--- config.mk ---
export PLATFORM = sky130hd
export DESIGN_NAME = dac_frontend
export DESIGN_NICKNAME = d
export VERILOG_FILES = /design/src/rtl/dac_frontend_pkg.sv /design/src/rtl/dac_frontend_sync.sv /design/src/rtl/dac_frontend_deser.sv /design/src/rtl/dac_frontend_regs.sv /design/src/rtl/dac_frontend.sv
export SDC_FILE = /design/constraint.sdc
export NUM_CORES = 1
export LEC_CHECK = 0
export CELL_PAD_IN_SITES_DETAIL_PLACEMENT = 0
export CELL_PAD_IN_SITES_GLOBAL_PLACEMENT = 1
export CORE_MARGIN = 2
export CORE_UTILIZATION = 42
export DETAILED_ROUTE_END_ITERATION = 16
export GPL_TIMING_DRIVEN = 1
export MAX_ROUTING_LAYER = met4
export PLACE_DENSITY = 0.86
export SLEW_MARGIN = 20
export SYNTH_ARGS = -nofsm -noshare
export SYNTH_HDL_FRONTEND = slang
export SYNTH_SLANG_ARGS = --single-unit
--- constraint.sdc ---
create_clock -name clk -period 2.7 [get_ports clk]
set_clock_uncertainty 0.1 [all_clocks]
set_input_delay 0.27 -clock clk [delete_from_list [all_inputs] [get_ports clk]]
set_output_delay 0.27 -clock clk [all_outputs]
set_load 0.01 [all_outputs]
--- src/rtl/dac_frontend_pkg.sv ---
package dac_frontend_pkg;
    localparam int FRAME_BITS = 32;
    localparam int DATA_W     = 24;
    localparam int ADDR_W     = 7;
    localparam int CODE_W     = 20;
    localparam int CNT_W      = $clog2(FRAME_BITS) + 1;
    localparam int SWCLR_BIT  = 5;

    localparam logic [DATA_W-1:0] RST_CFG_A = 24'h004C80;
    localparam logic [DATA_W-1:0] RST_CFG_B = 24'h000040;

    typedef enum logic [ADDR_W-1:0] {
        ADR_NOP   = 7'h00,
        ADR_CODE  = 7'h01,
        ADR_CFGA  = 7'h02,
        ADR_CLRC  = 7'h03,
        ADR_TRIG  = 7'h04,
        ADR_STAT  = 7'h05,
        ADR_CFGB  = 7'h06
    } reg_addr_e;

    typedef struct packed {
        logic              rd;
        logic [ADDR_W-1:0] addr;
        logic [DATA_W-1:0] data;
    } frame_t;

    function automatic logic [CODE_W-1:0] code_of(input logic [DATA_W-1:0] d);
        return d[DATA_W-1 -: CODE_W];
    endfunction
endpackage

--- src/rtl/dac_frontend_sync.sv ---
module dac_frontend_sync #(
    parameter int               W      = 1,
    parameter int               STAGES = 2,
    parameter logic [W-1:0]     INIT   = '0
) (
    input  logic         clk,
    input  logic         rst,
    input  logic [W-1:0] d,
    output logic [W-1:0] q
);
    logic [W-1:0] stage [STAGES];

    generate
        for (genvar i = 0; i < STAGES; i++) begin : g_stage
            always_ff @(posedge clk) begin
                if (rst) stage[i] <= INIT;
                else     stage[i] <= (i == 0) ? d : stage[(i == 0) ? 0 : i-1];
            end
        end
    endgenerate

    assign q = stage[STAGES-1];
endmodule

--- src/rtl/dac_frontend_deser.sv ---
module dac_frontend_deser
    import dac_frontend_pkg::*;
(
    input  logic   clk,
    input  logic   rst,
    input  logic   sclk,
    input  logic   sync_n,
    input  logic   sdin,
    output logic   commit,
    output frame_t word
);
    localparam logic [CNT_W-1:0] CNT_MAX  = '1;
    localparam logic [CNT_W-1:0] CNT_FULL = CNT_W'(FRAME_BITS);

    logic [2:0]            pins_s;
    logic                  sclk_s, sync_s, sdin_s;
    logic                  sclk_d, sync_d;
    logic [CNT_W-1:0]      cnt;
    logic [FRAME_BITS-1:0] sh;

    dac_frontend_sync #(.W(3), .STAGES(2), .INIT(3'b110)) u_pin_sync (
        .clk (clk),
        .rst (rst),
        .d   ({sclk, sync_n, sdin}),
        .q   (pins_s)
    );
    assign {sclk_s, sync_s, sdin_s} = pins_s;

    always_ff @(posedge clk) begin
        if (rst) begin
            sclk_d <= 1'b1;
            sync_d <= 1'b1;
            cnt    <= '0;
            sh     <= '0;
            commit <= 1'b0;
            word   <= '0;
        end else begin
            commit <= 1'b0;
            sclk_d <= sclk_s;
            sync_d <= sync_s;
            if (sync_d && !sync_s) begin
                cnt <= '0;
            end else if (!sync_s && sclk_d && !sclk_s) begin
                sh <= {sh[FRAME_BITS-2:0], sdin_s};
                if (cnt != CNT_MAX) cnt <= cnt + 1'b1;
            end
            if (!sync_d && sync_s && cnt == CNT_FULL && !sh[FRAME_BITS-1]) begin
                commit <= 1'b1;
                word   <= frame_t'(sh);
            end
        end
    end
endmodule

--- src/rtl/dac_frontend_regs.sv ---
module dac_frontend_regs
    import dac_frontend_pkg::*;
(
    input  logic              clk,
    input  logic              rst,
    input  logic              commit,
    input  frame_t            word,
    input  logic              clr_low,
    output logic [CODE_W-1:0] latch_q,
    output logic [CODE_W-1:0] buf_q,
    output logic [CODE_W-1:0] clr_code,
    output logic              clear_mode,
    output logic [DATA_W-1:0] cfg_a,
    output logic [DATA_W-1:0] cfg_b
);
    logic sw_clr;
    assign sw_clr = commit && word.addr == ADR_TRIG && word.data[SWCLR_BIT];

    always_ff @(posedge clk) begin
        if (rst) begin
            latch_q    <= '0;
            buf_q      <= '0;
            clr_code   <= '0;
            clear_mode <= 1'b0;
            cfg_a      <= RST_CFG_A;
            cfg_b      <= RST_CFG_B;
        end else begin
            if (commit) begin
                unique case (word.addr)
                    ADR_CODE: begin
                        buf_q <= code_of(word.data);
                        if (!clear_mode) latch_q <= code_of(word.data);
                    end
                    ADR_CFGA: cfg_a    <= word.data;
                    ADR_CLRC: clr_code <= code_of(word.data);
                    ADR_CFGB: cfg_b    <= word.data;
                    ADR_TRIG: if (word.data[SWCLR_BIT]) begin
                        buf_q   <= clr_code;
                        latch_q <= clr_code;
                    end
                    default: ;
                endcase
                clear_mode <= sw_clr;
            end
            if (clr_low) begin
                buf_q      <= clr_code;
                latch_q    <= clr_code;
                clear_mode <= 1'b1;
            end
        end
    end
endmodule

--- src/rtl/dac_frontend.sv ---
module dac_frontend
    import dac_frontend_pkg::*;
(
    input  logic              clk,
    input  logic              rst,
    input  logic              sclk,
    input  logic              sync_n,
    input  logic              sdin,
    input  logic              clr_n,
    output logic [19:0]       dac_code,
    output logic [19:0]       dac_buf,
    output logic              clear_mode,
    output logic              clr_status,
    output logic [23:0]       cfg_a,
    output logic [23:0]       cfg_b
);
    logic              commit;
    frame_t            word;
    logic [CODE_W-1:0] latch_q, clr_code;

    dac_frontend_sync #(.W(1), .STAGES(2), .INIT(1'b1)) u_clr_sync (
        .clk (clk),
        .rst (rst),
        .d   (clr_n),
        .q   (clr_status)
    );

    dac_frontend_deser u_deser (
        .clk    (clk),
        .rst    (rst),
        .sclk   (sclk),
        .sync_n (sync_n),
        .sdin   (sdin),
        .commit (commit),
        .word   (word)
    );

    dac_frontend_regs u_regs (
        .clk        (clk),
        .rst        (rst),
        .commit     (commit),
        .word       (word),
        .clr_low    (!clr_status),
        .latch_q    (latch_q),
        .buf_q      (dac_buf),
        .clr_code   (clr_code),
        .clear_mode (clear_mode),
        .cfg_a      (cfg_a),
        .cfg_b      (cfg_b)
    );

    // The pin overrides the latch without a clock edge.
    assign dac_code = clr_n ? latch_q : clr_code;
endmodule

Word level (Yosys, flattened, before mapping). Memory sizes are Yosys's and may differ from the RTL's. Index checks and enable logic that the tools add are counted.

Add/subtract/negate cells: 1. Equality and inequality tests: 11. Multiplexer cells: 19. Bitwise operators: 5. Reductions and logical operators: 20.

Operators with widths (number): 20-bit 2-to-1 mux (7); 20-bit one-hot mux with 2 select lines (2); 7-bit by 2-bit == test with 1-bit output, second input constant (2); 7-bit by 3-bit == test with 1-bit output, second input constant (2); 2-bit AND reduction (5); 1-bit logical AND (8); 1-bit 2-to-1 mux (8); 7-bit by 1-bit == test with 1-bit output, second input constant (1); 6-bit by 1-bit adder with 6-bit output, second input constant (1); 6-bit == test, second input constant (1); 3-bit 2-to-1 mux (2); 3-bit inequality test, second input constant (2); 6-bit inequality test, second input constant (1); 1-bit zero test (4); 1-bit bitwise OR (4); 4-bit AND reduction (1); 3-bit by 1-bit inequality test with 1-bit output, second input constant (1); 3-bit AND reduction (1); 2-bit by 1-bit inequality test with 1-bit output, second input constant (1); 2-bit OR reduction (1); 1-bit NOT (1).

Register bits: 181. RAM bits: 8. Bits of input ports: 6. Output and inout bits: 90. Word-level logic and storage cells: 71. Memories: 2.

Memory list: u_deser.u_pin_sync.stage (depth 2, bits a word 3, read ports 2, clocked after memory_dff 0, write ports 2, RTL line dac_frontend_sync.sv:11) `logic [W-1:0] stage [STAGES];`; u_clr_sync.stage (depth 2, bits a word 1, read ports 2, clocked after memory_dff 0, write ports 2, RTL line dac_frontend_sync.sv:11).

Depth between registers and ports, before layout. Gate-level depths: netlist of run 1.

Depth after elaboration: 5. Gate-level depth with buffers: 7. Depth with buffers taken out: 6.

Hierarchy. From an unflattened synthesis of run 1, not the netlist that was laid out.

Cells, all modules: 776. Area total of the unflattened synthesis: 7492.2 µm².

By module, submodules not included: dac_frontend_regs (times used 1, cells each 405, area each 4117.7 µm², sequential area each 2182.1 µm²); dac_frontend_deser (times used 1, cells each 332, area each 2837.7 µm², sequential area each 1461.4 µm²); dac_frontend (times used 1, cells each 23, area each 326.6 µm², sequential area each 0.0 µm²); dac_frontend_sync at u_deser.u_pin_sync (times used 1, cells each 12, area each 157.7 µm², sequential area each 120.1 µm²); dac_frontend_sync at u_clr_sync (times used 1, cells each 4, area each 52.6 µm², sequential area each 40.0 µm²).

Worst setup path after synthesis of run 1. No wires, ideal clock.

Kind: flip-flop to flip-flop. Start: register u_deser.word[30] (netlist name). End: register u_regs.cfg_a[11]. Library setup time: 123 ps. Data arrival time: 1813 ps. Required time: 2477 ps. Path slack: 664 ps. Stages on the path, launching flop included: 8. Path buffers: 3. Period minus slack after synthesis: 2036 ps. Path through: dfxtp_1 or4_4 buf_6 or4_4 buf_6 buf_6 nand2_1 nand3b_1.

Cells in the longest elaborated chain, start to end: 2.

RTL lines: 7-bit by 2-bit == test with 1-bit output (RTL line dac_frontend_regs.sv:29) `unique case (word.addr)`; 2-bit AND reduction (no source line); end signal: assignment (RTL line dac_frontend_regs.sv:34) `ADR_CFGA: cfg_a <= word.data;`; end: declaration (RTL line dac_frontend_regs.sv:13) `output logic [DATA_W-1:0] cfg_a,`.

No other way between the ends. A chain may end at the register's enable or synchronous reset.

Worst setup path after layout of run 1.
Start: input clr_n. End: output dac_code[15].

Cells in the longest elaborated chain, start to end: 1.

RTL lines: start: declaration (RTL line dac_frontend.sv:9) `input logic clr_n,`; 20-bit 2-to-1 mux (RTL line dac_frontend.sv:53) `assign dac_code = clr_n ? latch_q : clr_code;`; end: declaration (RTL line dac_frontend.sv:10) `output logic [19:0] dac_code,`.

No other way between the ends.

==> results of run 1 <==
==> worst paths after layout <==
check                        endpoint                start  depth (start not counted)  slack (ns)
setup / recovery         dac_code[15]                clr_n                          4        0.46
hold / removal       u_deser.word[26]                  rst                          2        0.17
setup reg to reg      u_regs.buf_q[3]     u_deser.word[30]                          5        0.51
hold reg to reg   u_clr_sync.stage[1]  u_clr_sync.stage[0]                          1        0.31
==> cell type report <==
cell class	count	area, sq um	share of cell area
sequential	189	3780	0.413
multi-input combinational	543	3300	0.360
timing repair buffer	115	1110	0.122
clock buffer	17	425	0.0464
tap	225	282	0.0307
clock inverter	15	235	0.0257
inverter	6	22.5	0.00246
==> power groups by stage <==
stage / logic, mW / registers (mW) / clock network (mW)
2_1_floorplan: 0.155 / 2.91 / 0
3_3_place_gp: 0.247 / 2.91 / 0
3_5_place_dp: 0.249 / 2.91 / 0
4_1_cts: 0.250 / 2.84 / 2.83
5_1_grt: 0.268 / 2.85 / 2.95
6_report: 0.249 / 2.84 / 2.78
==> critical path, delay by kind of cell <==
family                 cells  cell delay, ns
buffers and inverters      3            1.21
muxes                      1            0.39
==> state kept, by name, indices dropped and copies added (netlist names) <==
register,cells
u_deser.sync_d,1
u_clr_sync.stage,2
u_regs.clr_code,20
u_regs.clear_mode,1
u_deser.u_pin_sync.stage,6
u_regs.latch_q,20
u_deser.cnt,6
u_regs.cfg_b,24
u_deser.sh,32
u_deser.commit,1
u_deser.sclk_d,1
u_deser.word,31
u_regs.buf_q,20
u_regs.cfg_a,24
==> synth_stat cells <==
cell type / count
ha_1: 2
a21oi_1: 99
buf_6: 6
a21o_1: 2
inv_1: 6
nor4_1: 1
nor3_2: 1
buf_1: 3
mux2i_1: 52
or2_2: 9
a31o_2: 1
a211oi_1: 3
dfxtp_1: 189
a2111oi_4: 1
mux2_2: 20
or4_4: 2
nor4_4: 1
nor4bb_1: 1
buf_2: 14
o31ai_4: 1
nand3_1: 1
nor2b_1: 2
or3b_2: 1
nor3b_1: 1
nand2b_1: 3
nand2_1: 205
nor4b_1: 2
nand3b_1: 7
a221oi_2: 20
or3_1: 2
a211oi_2: 18
xnor2_1: 4
nor3_1: 21
clkbuf_1: 39
and4_1: 1
nor2_1: 58
or4_1: 1
==> cell families (layout without fill, tap and decap cells) <==
group,Yosys count,count (layout)
AND/OR/NAND/NOR,320,320
flip-flops,189,189
AO/OA/AOI/OAI,145,145
multiplexers,72,72
buffers and inverters,68,153
XOR/XNOR,4,4
adder cells (fa/ha/maj),2,2
==> through the flow <==
stage	hold slack [ns]	setup WS, ns	instance area, sq um
after floorplan	0.274	0.664	7390
after global placement	0.294	0.492	8500
after detailed placement	0.295	0.457	8500
after CTS	0.162	0.458	9160
after global routing	0.172	0.386	9160
final	0.173	0.458	9160
==> layer usage <==
metal,track usage,vias up
met4,0.0544,0
met1,0.271,2631
li1,-,2863
met5,-,-
met2,0.311,108
met3,0.0381,11
==> metrics.txt, run 1 <==
# TYPE chip_impl_metric gauge
chip_impl_metric{name="io_pins",unit=""} 96
chip_impl_info{name="top_signal_layer_used",value="met4"} 1
chip_impl_metric{name="finalSetupViolCount",unit=""} 0
chip_impl_metric{name="yosys.area.top_type_share",unit=""} 0.512
chip_impl_metric{name="initial_utilization",unit=""} 0.429
chip_impl_metric{name="total_count_of_max_transition_violations_in_the_final_report",unit=""} 0
chip_impl_metric{name="ys_seq_elements",unit=""} 189
chip_impl_metric{name="routed-wl-met3",unit="microns"} 656
chip_impl_info{name="clock_tree_from_tritoncts",value="yes"} 1
chip_impl_metric{name="cts.clk_slew.worst_paths",unit="ns"} 0.07
chip_impl_metric{name="pin_count_of_the_biggest_net_entering_global_routing",unit=""} 62
chip_impl_metric{name="floorplan.die.width",unit="microns"} 137
chip_impl_metric{name="groute.usage.overall",unit=""} 0.202
chip_impl_metric{name="yosys_warnings",unit=""} 0
chip_impl_metric{name="post_synth_xor_area_fraction",unit=""} 0.00474
chip_impl_metric{name="drtPass1Iterations",unit=""} 4
chip_impl_metric{name="syn_nets",unit=""} 808
chip_impl_metric{name="yosys-mux-area-fraction",unit=""} 0.101
chip_impl_metric{name="p_seq_frac",unit=""} 0.484
chip_impl_metric{name="drc_errors",unit=""} 0
chip_impl_metric{name="finalCritPeriodShare",unit=""} 0.830
chip_impl_info{name="setup.worst_path.end_class",value="primary output"} 1
chip_impl_metric{name="synth_sequential_area_ratio",unit=""} 0.512
chip_impl_metric{name="setup_total_negative_slack",unit="ns"} 0
chip_impl_metric{name="die_h",unit="microns"} 137
chip_impl_metric{name="power.switching_fraction",unit=""} 0.216
chip_impl_metric{name="cap_violations",unit=""} 0
chip_impl_metric{name="diodes",unit=""} 0
chip_impl_info{name="mostFrequentLayoutCells",value="205 x nand2_1, 189 x dfxtp_1, 99 x a21oi_1"} 1
chip_impl_metric{name="power.clock.fraction",unit=""} 0.473
chip_impl_metric{name="timing.max_slew.rel_slack",unit=""} 0.518
chip_impl_metric{name="num_vias",unit=""} 5613
chip_impl_metric{name="cp_data_required_time",unit="ns"} 2.33
chip_impl_metric{name="worst_ep_arrival_time",unit="ns"} 1.87
chip_impl_metric{name="wirelength_met1",unit="mm"} 8.74
chip_impl_metric{name="timing.critical_path.fanout_max",unit=""} 21
chip_impl_metric{name="route.detailed.vias_per_inst",unit=""} 5.06
chip_impl_info{name="synth_top_family_by_area",value="simple AND/OR/NAND/NOR gates"} 1
chip_impl_metric{name="cts_htree_levels",unit=""} 4
chip_impl_metric{name="post_synth_instance_area",unit="sq mm"} 0.00739
chip_impl_info{name="cts_root_buf",value="clkbuf_16"} 1
chip_impl_metric{name="clk_latency",unit="ns"} 0.43
chip_impl_metric{name="fillerInstances",unit=""} 1557
chip_impl_metric{name="syn-mean-instance-area",unit="sq um"} 9.24
chip_impl_metric{name="final_replace_weighted_congestion",unit=""} 0.767
chip_impl_metric{name="first_global_vias",unit=""} 5232
chip_impl_info{name="critPathLaunchType",value="primary input"} 1
chip_impl_metric{name="antenna_found_initial",unit=""} 0
chip_impl_metric{name="synth_adder_area_share",unit=""} 0.00338
chip_impl_metric{name="design.die.area",unit="sq mm"} 0.0187
chip_impl_info{name="leading_cell_type_in_the_layout_fill_and_taps_excluded",value="nand2_1"} 1
chip_impl_metric{name="place.port_buffers",unit=""} 95
chip_impl_info{name="setup_repair_after_global_routing_missed_its_margin",value="false"} 1
chip_impl_info{name="worst-setup-path-type",value="primary input to primary output"} 1
chip_impl_metric{name="intPower",unit="mW"} 4.60
chip_impl_metric{name="finalHoldViolations",unit=""} 0
chip_impl_metric{name="power.total",unit="mW"} 5.87
chip_impl_metric{name="routed_wirelength_normalized_by_instance_count",unit="microns"} 15.9
chip_impl_metric{name="dpl.cell_count",unit=""} 1078
chip_impl_metric{name="route.final.wire_length",unit="mm"} 17.7
chip_impl_metric{name="synth_instances",unit=""} 800
chip_impl_metric{name="cp_slowest_stage_delay",unit="ns"} 0.48
chip_impl_info{name="timing.critical_path.slowest_stage_cell",value="clkdlybuf4s50_1"} 1
chip_impl_metric{name="power.net_switching",unit="mW"} 1.27
chip_impl_metric{name="fin_util",unit=""} 0.532
chip_impl_metric{name="postCtsSetupBuffers",unit=""} 0
chip_impl_metric{name="ir_drop",unit="mV"} 0.499
chip_impl_info{name="outcome",value="complete, no violations"} 1
chip_impl_info{name="yosysTopAreaCell",value="dfxtp_1"} 1
chip_impl_info{name="critical_path.cell_chain",value="clkdlybuf4s50_1 -> buf_4 -> mux2_2 -> clkdlybuf4s50_1"} 1
chip_impl_metric{name="power-per-cell-area",unit="mW/mm^2"} 640
chip_impl_metric{name="grt_pass1_wl",unit="mm"} 28.3
chip_impl_metric{name="floorplan.core_area",unit="sq mm"} 0.0172
chip_impl_metric{name="dr_wl_met2",unit="mm"} 8.14
chip_impl_metric{name="power_leakage",unit="nW"} 3.26
chip_impl_metric{name="final_nets",unit=""} 880
chip_impl_metric{name="minimum_clock_period_after_layout",unit="ns"} 2.24
chip_impl_metric{name="fin_cells",unit=""} 1110
chip_impl_metric{name="place.detailed.hpwl",unit="mm"} 11.4
chip_impl_info{name="critical-path-top-cell-by-count",value="clkdlybuf4s50_1"} 1
chip_impl_metric{name="ys_types",unit=""} 37
chip_impl_metric{name="pwr-share-comb",unit=""} 0.042
chip_impl_metric{name="route.antenna.remaining_nets",unit=""} 0
chip_impl_metric{name="post_cts_resize_count",unit=""} 0
chip_impl_metric{name="cts_num_sinks",unit=""} 189
chip_impl_metric{name="synth_compound_area_frac",unit=""} 0.151
chip_impl_metric{name="holdBufCountCts",unit=""} 0
chip_impl_metric{name="layout-drive-gt1-share",unit=""} 0.147
chip_impl_metric{name="tightest_slew",unit="ns"} 0.723
chip_impl_metric{name="dr.first_iter.drc_count",unit=""} 357
chip_impl_info{name="hold_class",value="primary input to flip-flop"} 1
chip_impl_metric{name="row_count",unit=""} 48
chip_impl_metric{name="grt_overflow",unit=""} 0
chip_impl_metric{name="clk_path_buf_depth",unit=""} 2
chip_impl_metric{name="synth_simple_gate_area_share",unit=""} 0.185
chip_impl_metric{name="max_clock_freq",unit="GHz"} 0.446
chip_impl_metric{name="syn_to_final_growth",unit="%"} 23.9
chip_impl_info{name="synth.area.top_cells",value="dfxtp_1 51%, nand2_1 10%, mux2i_1 7.0%, a21oi_1 6.7%, a221oi_2 4.1%"} 1
chip_impl_metric{name="tritoncts.num_buffers",unit=""} 17
(Power assumes the default switching activity.)
==> inputs of run 2 (changes only) <==
- CORE_UTILIZATION: 42 -> 38
- PLACE_DENSITY: 0.86 -> 0.83
- clock period: 2.7 -> 1.8 ns (I/O delays scaled with it)
==> run 2 against run 1 <==
  * The run now ends with setup timing left
  * Power rose by 41%
  * Critical path depth rose by 2
  * Setup slack got worse by 0.78 ns
  * Global-route usage down 1.6 points
  * Die area up 10%
  * Flip-flop and latch count is the same
  * Largest cell class unchanged
==> metrics.txt, run 2 (synthesis results as in run 1) <==
# TYPE chip_impl_metric gauge
chip_impl_info{name="holdPathEnd",value="u_deser.word[7]"} 1
chip_impl_metric{name="io_pins",unit=""} 96
chip_impl_metric{name="row_count",unit=""} 51
chip_impl_metric{name="first_global_vias",unit=""} 5634
chip_impl_info{name="max_flop_register",value="u_deser.sh"} 1
chip_impl_info{name="hold_path.startpoint",value="rst"} 1
chip_impl_metric{name="route.detailed.vias_per_inst",unit=""} 4.99
chip_impl_metric{name="design.die.area",unit="sq mm"} 0.0206
chip_impl_metric{name="holdBufCountCts",unit=""} 0
chip_impl_metric{name="antenna_found_initial",unit=""} 0
chip_impl_info{name="cts_root_buf",value="clkbuf_16"} 1
chip_impl_metric{name="fin_cells",unit=""} 1185
chip_impl_metric{name="dpl.cell_count",unit=""} 1142
chip_impl_metric{name="power-per-cell-area",unit="mW/mm^2"} 830
chip_impl_metric{name="power_leakage",unit="nW"} 3.78
chip_impl_metric{name="post_dp_cell_area",unit="sq mm"} 0.00891
chip_impl_metric{name="max_clock_freq",unit="GHz"} 0.471
chip_impl_info{name="critPathLaunchType",value="flip-flop"} 1
chip_impl_metric{name="grt_pass1_wl",unit="mm"} 29.1
chip_impl_metric{name="cts.clk_slew.worst_paths",unit="ns"} 0.07
chip_impl_metric{name="cp_data_required_time",unit="ns"} 2.01
chip_impl_metric{name="route.final.wire_length",unit="mm"} 18.8
chip_impl_metric{name="cts_num_sinks",unit=""} 189
chip_impl_metric{name="ir_drop",unit="mV"} 0.652
chip_impl_metric{name="floorplan.core_area",unit="sq mm"} 0.0193
chip_impl_info{name="setup_repair_after_global_routing_missed_its_margin",value="true"} 1
chip_impl_metric{name="num_vias",unit=""} 5915
chip_impl_metric{name="route.antenna.remaining_nets",unit=""} 0
chip_impl_metric{name="cp_slowest_stage_delay",unit="ns"} 0.59
chip_impl_metric{name="worstHoldPathCells",unit=""} 2
chip_impl_metric{name="final.setup.worst_slack",unit="ns"} -0.323
chip_impl_metric{name="final_replace_weighted_congestion",unit=""} 0.813
chip_impl_info{name="critical_path.cell_chain",value="or4_4 -> o31ai_4 -> buf_6 -> clkbuf_16 -> mux2i_4 -> a211oi_2"} 1
chip_impl_metric{name="finalSetupViolCount",unit=""} 108
chip_impl_metric{name="syn_to_final_growth",unit="%"} 35.2
chip_impl_info{name="timing.critical_path.slowest_stage_cell",value="or4_4"} 1
chip_impl_metric{name="layout-drive-gt1-share",unit=""} 0.217
chip_impl_metric{name="power.total",unit="mW"} 8.30
chip_impl_metric{name="grt_overflow",unit=""} 0
chip_impl_metric{name="clk_path_buf_depth",unit=""} 2
chip_impl_metric{name="finalInstanceArea",unit="sq mm"} 0.0100
chip_impl_metric{name="routed_wirelength_normalized_by_instance_count",unit="microns"} 15.9
chip_impl_metric{name="tightest_slew",unit="ns"} 0.498
chip_impl_metric{name="final_nets",unit=""} 918
chip_impl_metric{name="reg2reg_depth",unit=""} 6
chip_impl_metric{name="clk_latency",unit="ns"} 0.42
chip_impl_metric{name="total_count_of_max_transition_violations_in_the_final_report",unit=""} 0
chip_impl_info{name="r2r-start",value="u_deser.word[29]"} 1
chip_impl_metric{name="minimum_clock_period_after_layout",unit="ns"} 2.12
chip_impl_info{name="mostFrequentLayoutCells",value="204 x nand2_1, 176 x dfxtp_1, 98 x a21oi_1"} 1
chip_impl_metric{name="tritoncts.num_buffers",unit=""} 17
chip_impl_metric{name="dr.first_iter.drc_count",unit=""} 421
chip_impl_metric{name="finalCritPeriodShare",unit=""} 1.18
chip_impl_info{name="violated_checks",value="setup timing"} 1
chip_impl_info{name="leading_cell_type_in_the_layout_fill_and_taps_excluded",value="nand2_1"} 1
chip_impl_metric{name="place.detailed.hpwl",unit="mm"} 11.8
chip_impl_metric{name="initial_utilization",unit=""} 0.384
chip_impl_metric{name="reg2reg_setup_slack",unit="ns"} -0.32
chip_impl_metric{name="drtPass1Iterations",unit=""} 4
chip_impl_metric{name="finalHoldViolations",unit=""} 0
chip_impl_metric{name="die_h",unit="microns"} 143
chip_impl_info{name="hold_class",value="primary input to flip-flop"} 1
chip_impl_info{name="regToRegEndpoint",value="u_regs.buf_q[17]"} 1
chip_impl_info{name="outcome",value="finished, violations left"} 1
chip_impl_metric{name="floorplan.die.width",unit="microns"} 143
chip_impl_info{name="worst-setup-path-type",value="flip-flop to flip-flop"} 1
chip_impl_metric{name="place.port_buffers",unit=""} 95
chip_impl_info{name="clock_tree_from_tritoncts",value="yes"} 1
chip_impl_metric{name="timing.critical_path.fanout_max",unit=""} 5
chip_impl_metric{name="worst_ep_arrival_time",unit="ns"} 2.33
chip_impl_metric{name="cap_violations",unit=""} 0
chip_impl_metric{name="pin_count_of_the_biggest_net_entering_global_routing",unit=""} 54
chip_impl_metric{name="groute.usage.overall",unit=""} 0.185
chip_impl_metric{name="diodes",unit=""} 0
chip_impl_metric{name="timing.max_slew.rel_slack",unit=""} 0.668
chip_impl_info{name="reg_top3",value="u_deser.sh: 32 flops, u_deser.word: 31 flops"} 1
chip_impl_metric{name="flip_flop_count_of_the_largest_register_all_copies_and_words_added",unit=""} 32
chip_impl_metric{name="drc_errors",unit=""} 0
chip_impl_metric{name="cts_htree_levels",unit=""} 4
chip_impl_metric{name="pre_cts_slack",unit="ns"} -0.290
chip_impl_info{name="setup.worst_path.end_class",value="flip-flop"} 1
-- run 2: cell count changes in the layout (fill, tap and decap cells not counted), moves of 4 or more --
cell             delta
buf_12             +14
buf_4              +10
buf_6               +8
clkbuf_1            +4
clkdlybuf4s50_1    -20
dfxtp_1            -13
dfxtp_2            +13
dlygate4sd2_1       +8
dlymetal6s2s_1     +11
inv_6               -4
mux2i_1            -20
mux2i_4            +18
-- run 2: repair_timing --
item                                    4_1_cts  5_1_grt
endpoints found under the hold margin         0        0
endpoints found under the setup margin      129      120
gates cloned                                  3        3
gates resized for setup                      42       50
buffers inserted                              3        5
pin swaps                                     1       15
-- run 2: worst max path at each step --
stage	startpoint	endpoint	slack (ns)	cells past startpoint
global placement	u_deser.word[29]	u_regs.latch_q[7]	-0.24	5
floorplan	u_deser.word[29]	u_regs.latch_q[10]	-0.23	6
detailed placement	u_deser.word[29]	u_regs.latch_q[9]	-0.29	5
finish	u_deser.word[29]	u_regs.buf_q[17]	-0.32	6
global route	u_deser.word[29]	u_regs.buf_q[4]	-0.37	6
CTS	u_deser.word[29]	u_regs.buf_q[11]	-0.28	6
-- run 2: worst max-delay path: cells and delay by family (launching register included) --
family          cells  cell delay [ns]
mux                 1             0.27
simple gates        1             0.59
flops               1             0.32
compound gates      2             0.38
buf+inv             2             0.34
-- run 2: routing by layer --
metal | track usage | up-vias | wire (microns)
li1 | - | 2956 | -
met1 | 0.237 | 2817 | 8480
met2 | 0.296 | 118 | 9070
met3 | 0.0357 | 24 | 892
met4 | 0.0609 | 0 | 365
met5 | - | - | 0
-- run 2: final cells by class --
class / count / area (sq um)
Clock buffer: 23 / 468
Clock inverter: 6 / 88.8
Fill cell: 1730 / 9270
Inverter: 6 / 22.5
Multi-Input combinational cell: 543 / 3560
Sequential cell: 189 / 3800
Tap cell: 265 / 332
Timing Repair Buffer: 153 / 1720
-- run 2: stage by stage --
step	TNS [ns]	utilization	hold WS, ns
floorplan	-15.78	-	0.184
global placement	-23.21	0.462	0.294
detailed placement	-25.08	0.462	0.298
CTS	-23.66	0.501	0.0584
global route	-32.35	0.519	0.0955
finish	-25.95	0.519	0.0748
-- run 2: power by group --
part | leakage [nW] | internal (mW) | switching [mW]
Combinational | 1.98 | 0.216 | 0.229
Sequential | 1.53 | 4.24 | 0.0325
Clock | 0.265 | 2.10 | 1.49
Total | 3.78 | 6.55 | 1.75
==> inputs of run 3 (changes only) <==
- CORE_MARGIN: 2 -> 4
==> run 3 against run 2 <==
  * The flow still finishes with violations (setup timing)
  * Register-to-register slack worse by 0.02 ns
  * Sequential share of layout area down 1.3 points
  * Sequential power about the same
  * Via count up 1.8%
  * Design area grew 3.1%
  * First-iteration DRC count down 9.5%
  * Utilization increased by 2.7 points
  * Critical path depth unchanged
  * Critical path type unchanged
==> metrics.txt, run 3 (synthesis results as in run 1) <==
# TYPE chip_impl_metric gauge
chip_impl_metric{name="holdBufCountCts",unit=""} 0
chip_impl_metric{name="floorplan.die.width",unit="microns"} 147
chip_impl_metric{name="layout-drive-gt1-share",unit=""} 0.292
chip_impl_metric{name="power-per-cell-area",unit="mW/mm^2"} 808
chip_impl_metric{name="design.die.area",unit="sq mm"} 0.0218
chip_impl_metric{name="flip_flop_count_of_the_largest_register_all_copies_and_words_added",unit=""} 32
chip_impl_info{name="cts_root_buf",value="clkbuf_16"} 1
chip_impl_metric{name="drtPass1Iterations",unit=""} 5
chip_impl_metric{name="fillerInstances",unit=""} 1652
chip_impl_metric{name="place.detailed.hpwl",unit="mm"} 12.1
chip_impl_info{name="top_signal_layer_used",value="met4"} 1
chip_impl_info{name="cp_top_family",value="simple AND/OR/NAND/NOR gates"} 1
chip_impl_metric{name="cp_slowest_stage_delay",unit="ns"} 0.60
chip_impl_metric{name="diodes",unit=""} 0
chip_impl_info{name="worst_setup_path_endpoint",value="u_regs.latch_q[8]"} 1
chip_impl_metric{name="wirelength_met1",unit="mm"} 9.16
chip_impl_metric{name="syn_to_final_growth",unit="%"} 39.5
chip_impl_info{name="outcome",value="finished, violations left"} 1
chip_impl_info{name="reg_top3",value="u_deser.sh: 32 flops, u_deser.word: 31 flops"} 1
chip_impl_metric{name="cts.clk_slew.worst_paths",unit="ns"} 0.07
chip_impl_metric{name="clk_path_buf_depth",unit=""} 2
chip_impl_metric{name="route.final.wire_length",unit="mm"} 19.9
chip_impl_info{name="mostFrequentLayoutCells",value="186 x dfxtp_1, 165 x nand2_1, 73 x a21oi_1, 73 x clkdlybuf4s50_1, 57 x nor2_1"} 1
chip_impl_metric{name="clk_latency",unit="ns"} 0.43
chip_impl_metric{name="final_nets",unit=""} 933
chip_impl_info{name="clock_tree_from_tritoncts",value="yes"} 1
chip_impl_info{name="critPathLaunch",value="u_deser.word[30]"} 1
chip_impl_info{name="critPathLaunchType",value="flip-flop"} 1
chip_impl_metric{name="groute.usage.overall",unit=""} 0.178
chip_impl_info{name="worst-setup-path-type",value="flip-flop to flip-flop"} 1
chip_impl_metric{name="initial_utilization",unit=""} 0.391
chip_impl_metric{name="fin_cells",unit=""} 1197
chip_impl_info{name="setup.worst_path.end_class",value="flip-flop"} 1
chip_impl_metric{name="minimum_clock_period_after_layout",unit="ns"} 2.14
chip_impl_metric{name="route.detailed.vias_per_inst",unit=""} 5.03
chip_impl_metric{name="finalCritPeriodShare",unit=""} 1.19
chip_impl_metric{name="tritoncts.num_buffers",unit=""} 17
chip_impl_metric{name="floorplan.core_area",unit="sq mm"} 0.0189
chip_impl_metric{name="final_replace_weighted_congestion",unit=""} 0.800
chip_impl_info{name="leading_cell_type_in_the_layout_fill_and_taps_excluded",value="dfxtp_1"} 1
chip_impl_metric{name="tightest_slew",unit="ns"} 0.559
chip_impl_metric{name="routed_wirelength_normalized_by_instance_count",unit="microns"} 16.6
chip_impl_info{name="regToRegEndpoint",value="u_regs.latch_q[8]"} 1
chip_impl_metric{name="reg2reg_depth",unit=""} 6
chip_impl_metric{name="routed-wl-met3",unit="microns"} 807
chip_impl_metric{name="first_global_vias",unit=""} 5598
chip_impl_metric{name="die_h",unit="microns"} 147
chip_impl_metric{name="crit_buf_inv",unit=""} 2
chip_impl_metric{name="route.antenna.remaining_nets",unit=""} 0
chip_impl_metric{name="final.setup.worst_slack",unit="ns"} -0.338
chip_impl_metric{name="grt_pass1_wl",unit="mm"} 30.4
chip_impl_info{name="violated_checks",value="setup timing"} 1
chip_impl_metric{name="row_count",unit=""} 50
chip_impl_metric{name="dr.first_iter.drc_count",unit=""} 381
chip_impl_metric{name="total_count_of_max_transition_violations_in_the_final_report",unit=""} 0
chip_impl_info{name="r2r-start",value="u_deser.word[30]"} 1
chip_impl_metric{name="io_pins",unit=""} 96
chip_impl_metric{name="worst_ep_arrival_time",unit="ns"} 2.33
chip_impl_info{name="hold_class",value="primary input to flip-flop"} 1
chip_impl_metric{name="ir_drop",unit="mV"} 0.723
chip_impl_metric{name="path_depth",unit=""} 6
chip_impl_metric{name="antenna_found_initial",unit=""} 0
chip_impl_metric{name="drc_errors",unit=""} 0
chip_impl_metric{name="power_leakage",unit="nW"} 3.89
chip_impl_metric{name="finalHoldViolations",unit=""} 0
chip_impl_metric{name="pre_cts_slack",unit="ns"} -0.326
chip_impl_metric{name="num_vias",unit=""} 6023
chip_impl_metric{name="dr_wl_met2",unit="mm"} 9.50
chip_impl_metric{name="pin_count_of_the_biggest_net_entering_global_routing",unit=""} 64
chip_impl_metric{name="dpl.cell_count",unit=""} 1150
chip_impl_info{name="setup_repair_after_global_routing_missed_its_margin",value="true"} 1
chip_impl_metric{name="timing.max_slew.rel_slack",unit=""} 0.627
chip_impl_metric{name="max_clock_freq",unit="GHz"} 0.468
chip_impl_metric{name="grt_overflow",unit=""} 0
chip_impl_metric{name="cts_htree_levels",unit=""} 4
chip_impl_info{name="timing.critical_path.slowest_stage_cell",value="or4_4"} 1
chip_impl_info{name="max_flop_register",value="u_deser.sh"} 1
chip_impl_metric{name="reg2reg_setup_slack",unit="ns"} -0.34
chip_impl_metric{name="cts_num_sinks",unit=""} 189
chip_impl_metric{name="place.port_buffers",unit=""} 95
chip_impl_metric{name="cp_data_required_time",unit="ns"} 1.99
chip_impl_metric{name="timing.critical_path.fanout_max",unit=""} 10
chip_impl_metric{name="finalSetupViolCount",unit=""} 108
chip_impl_metric{name="cap_violations",unit=""} 0
chip_impl_info{name="critical_path.cell_chain",value="or4_4 -> a2111oi_4 -> buf_4 -> a21o_4 -> buf_12 -> a221oi_2"} 1
==> run 3: how the worst min path moves through the flow <==
stage | cells past startpoint | start | to
detailed placement | 1 | u_clr_sync.stage[0] | u_clr_sync.stage[1]
finish | 2 | rst | u_deser.word[10]
global placement | 1 | u_clr_sync.stage[0] | u_clr_sync.stage[1]
CTS | 2 | rst | u_deser.word[13]
global route | 2 | rst | u_deser.word[25]
floorplan | 1 | sync_n | u_deser.u_pin_sync.stage[0][1]
==> run 3: area by class of cell <==
cell class	count	area, sq um	share of cell area
Inverter	6	22.5	0.00218
Clock buffer	22	484	0.0470
Tap cell	260	325	0.0315
Clock inverter	9	86.3	0.00837
Multi-Input combinational cell	543	3740	0.363
Timing Repair Buffer	168	1860	0.181
Sequential cell	189	3790	0.367
==> run 3: repair_timing <==
| item | CTS | global route |
|---|---|---|
| hold endpoints to repair | 0 | 0 |
| pin swaps | 4 | 45 |
| endpoints found under the setup margin | 129 | 109 |
| cloned | 4 | 7 |
| resized for setup | 55 | 114 |
| buffers inserted | 5 | 3 |
==> run 3: routing by layer <==
metal  track usage  vias to the layer above
li1              -                     2963
met1         0.235                     2905
met2         0.281                      127
met3        0.0343                       28
met4        0.0522                        0
met5             -                        -
==> run 3: through the flow <==
stage	utilization	power [mW]	cell area [sq um]	hold WS, ns	setup TNS [ns]
after floorplan	-	4.60	7490	0.184	-15.78
after global placement	0.474	4.76	8950	0.291	-27.59
after detailed placement	0.474	4.76	8950	0.293	-29.47
after CTS	0.517	8.37	9770	0.0694	-23.86
after global routing	0.546	8.60	10300	0.104	-31.59
final	0.546	8.33	10300	0.0883	-26.48
==> run 3: report_power, final <==
part	internal, mW	leakage (nW)	switching (mW)	total, mW
registers	4.24	1.53	0.0303	4.27
clock network	2.05	0.278	1.57	3.62
logic	0.217	2.08	0.231	0.448
total	6.50	3.89	1.83	8.33
